$ cat src/rtl/rtmr_pkg.sv
package rtmr_pkg;

   typedef enum logic [2:0] {
      RG_RLD_LO = 3'd0,
      RG_RLD_HI = 3'd1,
      RG_CNT_LO = 3'd2,
      RG_CNT_HI = 3'd3,
      RG_MODE   = 3'd4,
      RG_FLAG   = 3'd5,
      RG_ENA    = 3'd6
   } rtmr_reg_e;

   localparam int unsigned RTMR_SEL_W = 3;

endpackage

$ cat src/rtl/reload_timer_regs.sv
module reload_timer_regs
   import rtmr_pkg::*;
#(
   parameter int unsigned SEL_W    = 3,
   parameter int unsigned BYTE_W   = 8,
   parameter int unsigned MODE_BIT = 6,
   parameter int unsigned FLAG_BIT = 6,
   localparam int unsigned CNT_W   = 2 * BYTE_W
) (
   input  logic              clk,
   input  logic              rst_n,
   input  logic [SEL_W-1:0]  sel,
   input  logic              rd,
   input  logic              wr,
   input  logic [BYTE_W-1:0] wdata,
   input  logic [CNT_W-1:0]  cnt,
   input  logic              flag,
   output logic [BYTE_W-1:0] rdata,
   output logic [CNT_W-1:0]  reload,
   output logic [CNT_W-1:0]  load_val,
   output logic              load,
   output logic              cont,
   output logic              ena,
   output logic              rd_ack,
   output logic              wr_ack
);

   localparam logic [SEL_W-1:0] S_RLD_LO = SEL_W'(RG_RLD_LO);
   localparam logic [SEL_W-1:0] S_RLD_HI = SEL_W'(RG_RLD_HI);
   localparam logic [SEL_W-1:0] S_CNT_LO = SEL_W'(RG_CNT_LO);
   localparam logic [SEL_W-1:0] S_CNT_HI = SEL_W'(RG_CNT_HI);
   localparam logic [SEL_W-1:0] S_MODE   = SEL_W'(RG_MODE);
   localparam logic [SEL_W-1:0] S_FLAG   = SEL_W'(RG_FLAG);
   localparam logic [SEL_W-1:0] S_ENA    = SEL_W'(RG_ENA);

   logic [BYTE_W-1:0] rld_lo, rld_hi, mode_q;
   logic              ena_q;

   always_ff @(posedge clk or negedge rst_n) begin
      if (!rst_n) begin
         rld_lo <= '1;
         rld_hi <= '1;
         mode_q <= '0;
         ena_q  <= 1'b0;
      end else if (wr) begin
         case (sel)
            S_RLD_LO, S_CNT_LO: rld_lo <= wdata;
            S_RLD_HI, S_CNT_HI: rld_hi <= wdata;
            S_MODE:             mode_q <= wdata;
            S_ENA: begin
               if (wdata[FLAG_BIT]) ena_q <= wdata[BYTE_W-1];
            end
            default: ;
         endcase
      end
   end

   assign reload   = {rld_hi, rld_lo};
   assign load_val = {wdata, rld_lo};
   assign load     = wr && (sel == S_CNT_HI);
   assign cont     = mode_q[MODE_BIT];
   assign ena      = ena_q;
   assign rd_ack   = rd && (sel == S_CNT_LO);
   assign wr_ack   = wr && (sel == S_FLAG) && wdata[FLAG_BIT];

   always_comb begin
      rdata = '0;
      case (sel)
         S_RLD_LO: rdata = rld_lo;
         S_RLD_HI: rdata = rld_hi;
         S_CNT_LO: rdata = cnt[BYTE_W-1:0];
         S_CNT_HI: rdata = cnt[CNT_W-1:BYTE_W];
         S_MODE:   rdata = mode_q;
         S_FLAG: begin
            rdata[FLAG_BIT]   = flag;
            rdata[BYTE_W-1]   = flag & ena_q;
         end
         S_ENA: begin
            rdata[FLAG_BIT]   = ena_q;
            rdata[BYTE_W-1]   = 1'b1;
         end
         default: rdata = '0;
      endcase
   end


   rld_lo_only_chk: assert property (@(posedge clk) disable iff (!rst_n)
      (wr && sel == S_CNT_LO) |=> (rld_lo == $past(wdata)) && $stable(rld_hi));

endmodule

$ cat src/rtl/reload_timer_cnt.sv
module reload_timer_cnt #(
   parameter int unsigned CNT_W = 16
) (
   input  logic             clk,
   input  logic             rst_n,
   input  logic             load,
   input  logic [CNT_W-1:0] load_val,
   input  logic [CNT_W-1:0] reload,
   input  logic             cont,
   output logic [CNT_W-1:0] cnt,
   output logic             uflow
);

   logic [CNT_W-1:0] cnt_q;
   logic             wrapped;

   assign uflow = (cnt_q == '0) && !load;

   always_ff @(posedge clk or negedge rst_n) begin
      if (!rst_n) begin
         cnt_q   <= '1;
         wrapped <= 1'b0;
      end else begin
         wrapped <= uflow;
         if (load)
            cnt_q <= load_val;
         else if (wrapped && cont)
            cnt_q <= reload;
         else
            cnt_q <= cnt_q - 1'b1;
      end
   end

   assign cnt = cnt_q;


   load_chk: assert property (@(posedge clk) disable iff (!rst_n)
      load |=> cnt == $past(load_val));


   wrap_chk: assert property (@(posedge clk) disable iff (!rst_n)
      (cnt == '0 && !load) |=> cnt == '1);


   reload_chk: assert property (@(posedge clk) disable iff (!rst_n)
      (cnt == '1 && wrapped && cont && !load) |=> cnt == $past(reload));

endmodule

$ cat src/rtl/reload_timer_irq.sv
module reload_timer_irq #(
   parameter bit IRQ_REG = 1'b0
) (
   input  logic clk,
   input  logic rst_n,
   input  logic uflow,
   input  logic cont,
   input  logic load,
   input  logic rd_ack,
   input  logic wr_ack,
   input  logic ena,
   output logic flag,
   output logic irq_n
);

   logic armed, flag_q, set_ev, active;

   assign set_ev = uflow && (cont || armed);

   always_ff @(posedge clk or negedge rst_n) begin
      if (!rst_n) begin
         armed  <= 1'b0;
         flag_q <= 1'b0;
      end else begin
         if (load)       armed <= 1'b1;
         else if (uflow) armed <= 1'b0;

         if (load)                  flag_q <= 1'b0;
         else if (set_ev)           flag_q <= 1'b1;
         else if (rd_ack || wr_ack) flag_q <= 1'b0;
      end
   end

   assign flag   = flag_q;
   assign active = flag_q & ena;

   generate
      if (IRQ_REG) begin : g_irq_reg
         logic irq_q;
         always_ff @(posedge clk or negedge rst_n) begin
            if (!rst_n) irq_q <= 1'b1;
            else        irq_q <= ~active;
         end
         assign irq_n = irq_q;
      end else begin : g_irq_comb
         assign irq_n = ~active;
      end
   endgenerate


   restart_clr_chk: assert property (@(posedge clk) disable iff (!rst_n)
      load |=> !flag);


   set_wins_chk: assert property (@(posedge clk) disable iff (!rst_n)
      (uflow && cont) |=> flag);


   one_shot_chk: assert property (@(posedge clk) disable iff (!rst_n)
      (uflow && !cont && !armed && !flag) |=> !flag);


   rise_cause_chk: assert property (@(posedge clk) disable iff (!rst_n)
      $rose(flag) |-> $past(uflow));

endmodule

$ cat src/rtl/reload_timer.sv
module reload_timer
   import rtmr_pkg::*;
#(
   parameter int unsigned SEL_W    = 3,
   parameter int unsigned BYTE_W   = 8,
   parameter int unsigned MODE_BIT = 6,
   parameter int unsigned FLAG_BIT = 6,
   parameter bit          IRQ_REG  = 1'b0,
   localparam int unsigned CNT_W   = 2 * BYTE_W
) (
   input  logic              clk,
   input  logic              rst_n,
   input  logic [SEL_W-1:0]  sel,
   input  logic              rd,
   input  logic              wr,
   input  logic [BYTE_W-1:0] wdata,
   output logic [BYTE_W-1:0] rdata,
   output logic              irq_n
);

   generate
      if (SEL_W < RTMR_SEL_W) begin : g_bad_sel
         $error("reload_timer: SEL_W too small for the register map");
      end
      if (MODE_BIT >= BYTE_W - 1) begin : g_bad_mode
         $error("reload_timer: MODE_BIT must sit below the top data bit");
      end
      if (FLAG_BIT >= BYTE_W - 1) begin : g_bad_flag
         $error("reload_timer: FLAG_BIT must sit below the top data bit");
      end
   endgenerate

   logic [CNT_W-1:0] cnt, reload, load_val;
   logic             load, cont, ena, rd_ack, wr_ack, uflow, flag;

   reload_timer_regs #(
      .SEL_W    (SEL_W),
      .BYTE_W   (BYTE_W),
      .MODE_BIT (MODE_BIT),
      .FLAG_BIT (FLAG_BIT)
   ) u_regs (
      .clk      (clk),
      .rst_n    (rst_n),
      .sel      (sel),
      .rd       (rd),
      .wr       (wr),
      .wdata    (wdata),
      .cnt      (cnt),
      .flag     (flag),
      .rdata    (rdata),
      .reload   (reload),
      .load_val (load_val),
      .load     (load),
      .cont     (cont),
      .ena      (ena),
      .rd_ack   (rd_ack),
      .wr_ack   (wr_ack)
   );

   reload_timer_cnt #(
      .CNT_W (CNT_W)
   ) u_cnt (
      .clk      (clk),
      .rst_n    (rst_n),
      .load     (load),
      .load_val (load_val),
      .reload   (reload),
      .cont     (cont),
      .cnt      (cnt),
      .uflow    (uflow)
   );

   reload_timer_irq #(
      .IRQ_REG (IRQ_REG)
   ) u_irq (
      .clk    (clk),
      .rst_n  (rst_n),
      .uflow  (uflow),
      .cont   (cont),
      .load   (load),
      .rd_ack (rd_ack),
      .wr_ack (wr_ack),
      .ena    (ena),
      .flag   (flag),
      .irq_n  (irq_n)
   );


   irq_match_chk: assert property (@(posedge clk) disable iff (!rst_n)
      (!IRQ_REG && sel == SEL_W'(RG_FLAG)) |-> (irq_n == !rdata[BYTE_W-1]));

endmodule

$ cat config.mk
export PLATFORM = sky130hd
export DESIGN_NAME = reload_timer
export DESIGN_NICKNAME = d
export VERILOG_FILES = /design/src/rtl/rtmr_pkg.sv /design/src/rtl/reload_timer_regs.sv /design/src/rtl/reload_timer_cnt.sv /design/src/rtl/reload_timer_irq.sv /design/src/rtl/reload_timer.sv
export SDC_FILE = /design/constraint.sdc
export NUM_CORES = 1
export LEC_CHECK = 0
export BUFFER_PORTS_ARGS = -buffer_cell sky130_fd_sc_hd__buf_2
export CORE_ASPECT_RATIO = 0.7
export CORE_MARGIN = 5
export CORE_UTILIZATION = 43
export CTS_CLUSTER_DIAMETER = 150
export DETAILED_ROUTE_END_ITERATION = 8
export PLACE_DENSITY_LB_ADDON = 0.2
export SYNTH_ARGS = -nofsm -noshare
export SYNTH_HDL_FRONTEND = slang
export SYNTH_SLANG_ARGS = --single-unit
$ cat constraint.sdc
create_clock -name clk -period 1.96 [get_ports clk]
set_input_delay 0.49 -clock clk [delete_from_list [all_inputs] [get_ports clk]]
set_output_delay 0.49 -clock clk [all_outputs]
set_load 0.005 [all_outputs]
==> summary.txt <==
Placement
  – Port bufs: 23
  – DP Wirelength: 4690 um
  – Gpl congestion: 0.857

Critical path
  – CP Data Arrival Time: 1.46 ns
  – FF-to-FF setup slack: 0.12 ns
  – Worst path top cell family by delay: multiplexers
  – Reg2reg path depth: 5
  – Worst setup EP type: primary output
  – Startpoint Class: flip-flop
  – Launch point of the worst reg-to-reg path: u_cnt.cnt[7]
  – Slowest CP cell: mux4_2
  – Worst Path Buf+Inv: 1
  – CP peak stage delay: 0.47 ns
  – Worst path required time: 1.47 ns
  – WS Path Type: reg -> out
  – Worst path cell trace: mux4_2 -> nor2_2 -> a21oi_1 -> buf_2
  – Worst reg2reg endpoint: u_irq.armed
  – Crit Path Max Fanout: 4

Synth
  – Synth Area per Inst: 10.3 um2
  – Yosys warns: 0
  – Post-Synth Simple-Gate Area: 16.2%
  – Cell variety after synth: 44
  – Flops & latches, synth: 44
  – Synth Area in Compound Gates: 11.2%
  – Post-synthesis xor/xnor area fraction: 3.58%
  – Number of synthesized flops with an enable pin: 0
  – Synth Instances: 238
  – Main combinational cell family by area after synthesis: multiplexers
  – Net Count, Synth: 254
  – Top FF cell, synth: dfstp_2
  – Mapped Area: 2450 um2
  – Multiplexer share of the synthesized area: 18.8%
  – Asr flop ratio synth: 100%
  – Adder-cell share of the synthesized area: 0.511%
  – Seq/Total Area, Yosys: 46.6%

Global routing
  – Initial antenna violation count: 0
  – GR Util All Layers: 18.3%
  – Pin count of the biggest net entering global routing: 20
  – Grt ovf: 0
  – First-pass GRT wire length: 10,200 um
  – Vias in the first global route: 1,836

Finish
  – Nets: 309
  – Register Area: 1140 um2
  – Area added between synthesis and finish: 22.2%
  – FILL cells: 524
  – Ant. Diodes: 0
  – Fin util: 53.3%
  – Area of the multi-input gates: 1240 um2
  – Layout cells sized above 1: 45.6%

Drt
  – Via count: 1,962
  – WL final: 6430 um
  – Average routed wire per standard cell: 17.4 um
  – DRT iter0 DRCs: 155
  – Number of remaining DRC errors: 0
  – TritonRoute pass-1 iters: 4
  – Via density: 5.32
  – Detail Route Antenna Nets: 0

Power and ir drop
  – Leakage: 1.26 nW
  – Int Pwr: 2.12 mW
  – Clock Power Share: 17.8%
  – Sw Ratio: 32.4%
  – Peak VDD IR: 0.000493 V
  – Power after layout: 3.14 mW
  – Flop pwr share: 49.7%
  – Comb power frac: 32.5%
  – Sw Pwr: 1.02 mW
  – Pwr/cell area: 1050 nW/um2

STA
  – Fin Hold WS: 0.369 ns
  – Tightest Pin Transition: 0.466 ns
  – Final min period: 1.95 ns
  – Worst Skew: 0.00988 ns
  – RSZ-0062 raised after global routing: yes
  – Tcrit/Tclk final: 99.4%
  – # setup viols final: 0
  – Max frequency: 0.513 GHz
  – Final Max Tran Viols: 0
  – Relative slew slack: 68.7%
  – Count of final hold-check violations: 0

Clock network
  – TritonCTS buffer count: 5
  – Post-CTS Hold Buffers: 0
  – Clock latency on the worst-skew pair: 0.30 ns
  – CTS tree: built
  – CTS Root Cell: clkbuf_8
  – Clk sink count: 44
  – H-tree depth: 2
  – CTS clk-pin slew, worst paths: 0.08 ns
  – Max clock buf depth: 2

Die
  – Vert. Die Dim: 73.2 um
  – Core area: 5610 um2
  – Num rows: 23
  – DIE AREA: 7330 um2
  – Starting Density: 43.7%
  – # IOs: 24
  – Die Span X: 100 um

Job
  – Max-Cap Viols: 0

Min path
  – Hold crit path type: in -> async

Status
  – Status: finished clean
## logic make-up (layout without fill, tap and decap cells)
group	after synthesis	in the layout
AOI/OAI and AO/OA	47	47
xor gates and xnor gates	10	10
adders and majority gates	1	1
buffers and inverters	17	73
DFF	44	44
muxes	40	40
and+or+nand+nor	79	79
## area by class of cell
class / instances / area share (%)
Clock buffer: 7 / 2.55
Timing Repair Buffer: 59 / 13.8
Multi-Input combinational cell: 177 / 41.5
Clock inverter: 1 / 0.167
Inverter: 6 / 0.753
Tap cell: 75 / 3.14
Sequential cell: 44 / 38.1
## how the worst max path moves through the flow
stage | start | to | slack, ns | depth (start not counted)
2_1_floorplan | sel[1] | rdata[6] | 0.08 | 5
3_3_place_gp | sel[0] | rdata[2] | -0.02 | 5
3_5_place_dp | sel[0] | rdata[2] | -0.01 | 5
4_1_cts | u_cnt.cnt[6] | rdata[6] | -0.02 | 4
5_1_grt | u_cnt.cnt[2] | rdata[2] | -0.03 | 4
6_report | u_cnt.cnt[6] | rdata[6] | 0.01 | 4
## stage by stage
stage	cells	setup slack [ns]	setup TNS, ns	area [um2]
2_1_floorplan	238	0.0754	0	2450
4_1_cts	356	-0.0153	-0.0301	2870
6_report	369	0.0120	0	2990
5_1_grt	369	-0.0255	-0.0618	2990
3_3_place_gp	346	-0.0173	-0.0173	2770
3_5_place_dp	346	-0.00990	-0.0188	2770
## state kept, by name (all words and copies together) (netlist names)
name	count
u_cnt.cnt	16
u_regs.mode_q	8
u_regs.rld_hi	8
u_regs.rld_lo	8
u_cnt.wrapped	1
u_irq.armed	1
u_irq.flag	1
u_regs.ena	1
## layout by cell type, fill, tap and decap left out, types with 2 or more instances in the layout
cell type / Yosys / final
buf_4: 0 / 36
dfstp_2: 32 / 32
mux2_2: 25 / 25
nor2_1: 25 / 24
nand2_1: 23 / 23
buf_2: 5 / 20
mux2i_1: 13 / 13
dfrtp_1: 12 / 12
o21ai_0: 11 / 11
a21oi_1: 11 / 10
nand3_1: 7 / 7
o22ai_1: 7 / 7
xnor2_1: 7 / 7
o21ai_1: 7 / 7
inv_1: 6 / 5
clkbuf_8: 0 / 5
nor3_1: 4 / 4
or3_1: 4 / 4
a31oi_1: 3 / 3
xor2_1: 3 / 3
mux4_2: 1 / 2
nor2_2: 1 / 2
and2_1: 2 / 2
nor3b_2: 2 / 2
nor4_1: 2 / 2
nand2b_1: 2 / 2
clkbuf_1: 4 / 2
## Yosys cell counts, types with 2 or more instances
cell / n / area (um2)
mux2_2: 25 / 282
xor2_1: 3 / 26.3
nor4_1: 2 / 12.5
nor3_1: 4 / 20.0
nor3b_2: 2 / 25.0
o22ai_1: 7 / 43.8
dfstp_2: 32 / 841
xnor2_1: 7 / 61.3
buf_2: 5 / 25.0
clkbuf_1: 4 / 15.0
inv_1: 6 / 22.5
nand3_1: 7 / 35.0
or3_1: 4 / 25.0
nand2b_1: 2 / 12.5
and2_1: 2 / 12.5
nand2_1: 23 / 86.3
o21ai_0: 11 / 55.1
mux2i_1: 13 / 130
a31oi_1: 3 / 18.8
a21oi_1: 11 / 55.1
dfrtp_1: 12 / 300
o21ai_1: 7 / 35.0
nor2_1: 25 / 93.8
## what timing repair did
item / CTS / global route
buffers inserted: 2 / 13
gates resized for setup: 1 / 10
endpoints found under the setup margin: 3 / 9
pin swaps: 0 / 6
## power groups by stage
stage / clock network [mW] / logic, mW / registers (mW)
2_1_floorplan: 0 / 0.597 / 1.51
3_3_place_gp: 0 / 0.792 / 1.62
3_5_place_dp: 0 / 0.808 / 1.61
4_1_cts: 0.573 / 0.868 / 1.58
5_1_grt: 0.616 / 1.13 / 1.60
6_report: 0.558 / 1.02 / 1.56
## routing by layer
metal / vias up / global-route usage, % / share of wire [%]
met5: - / 6.29 / 0.86
met4: 2 / 4.48 / 1.0
met3: 9 / 3.92 / 6.2
met2: 57 / 24.4 / 41
met1: 941 / 28.9 / 51
li1: 953 / - / -
No activity file was read; power rests on OpenSTA's default activity.
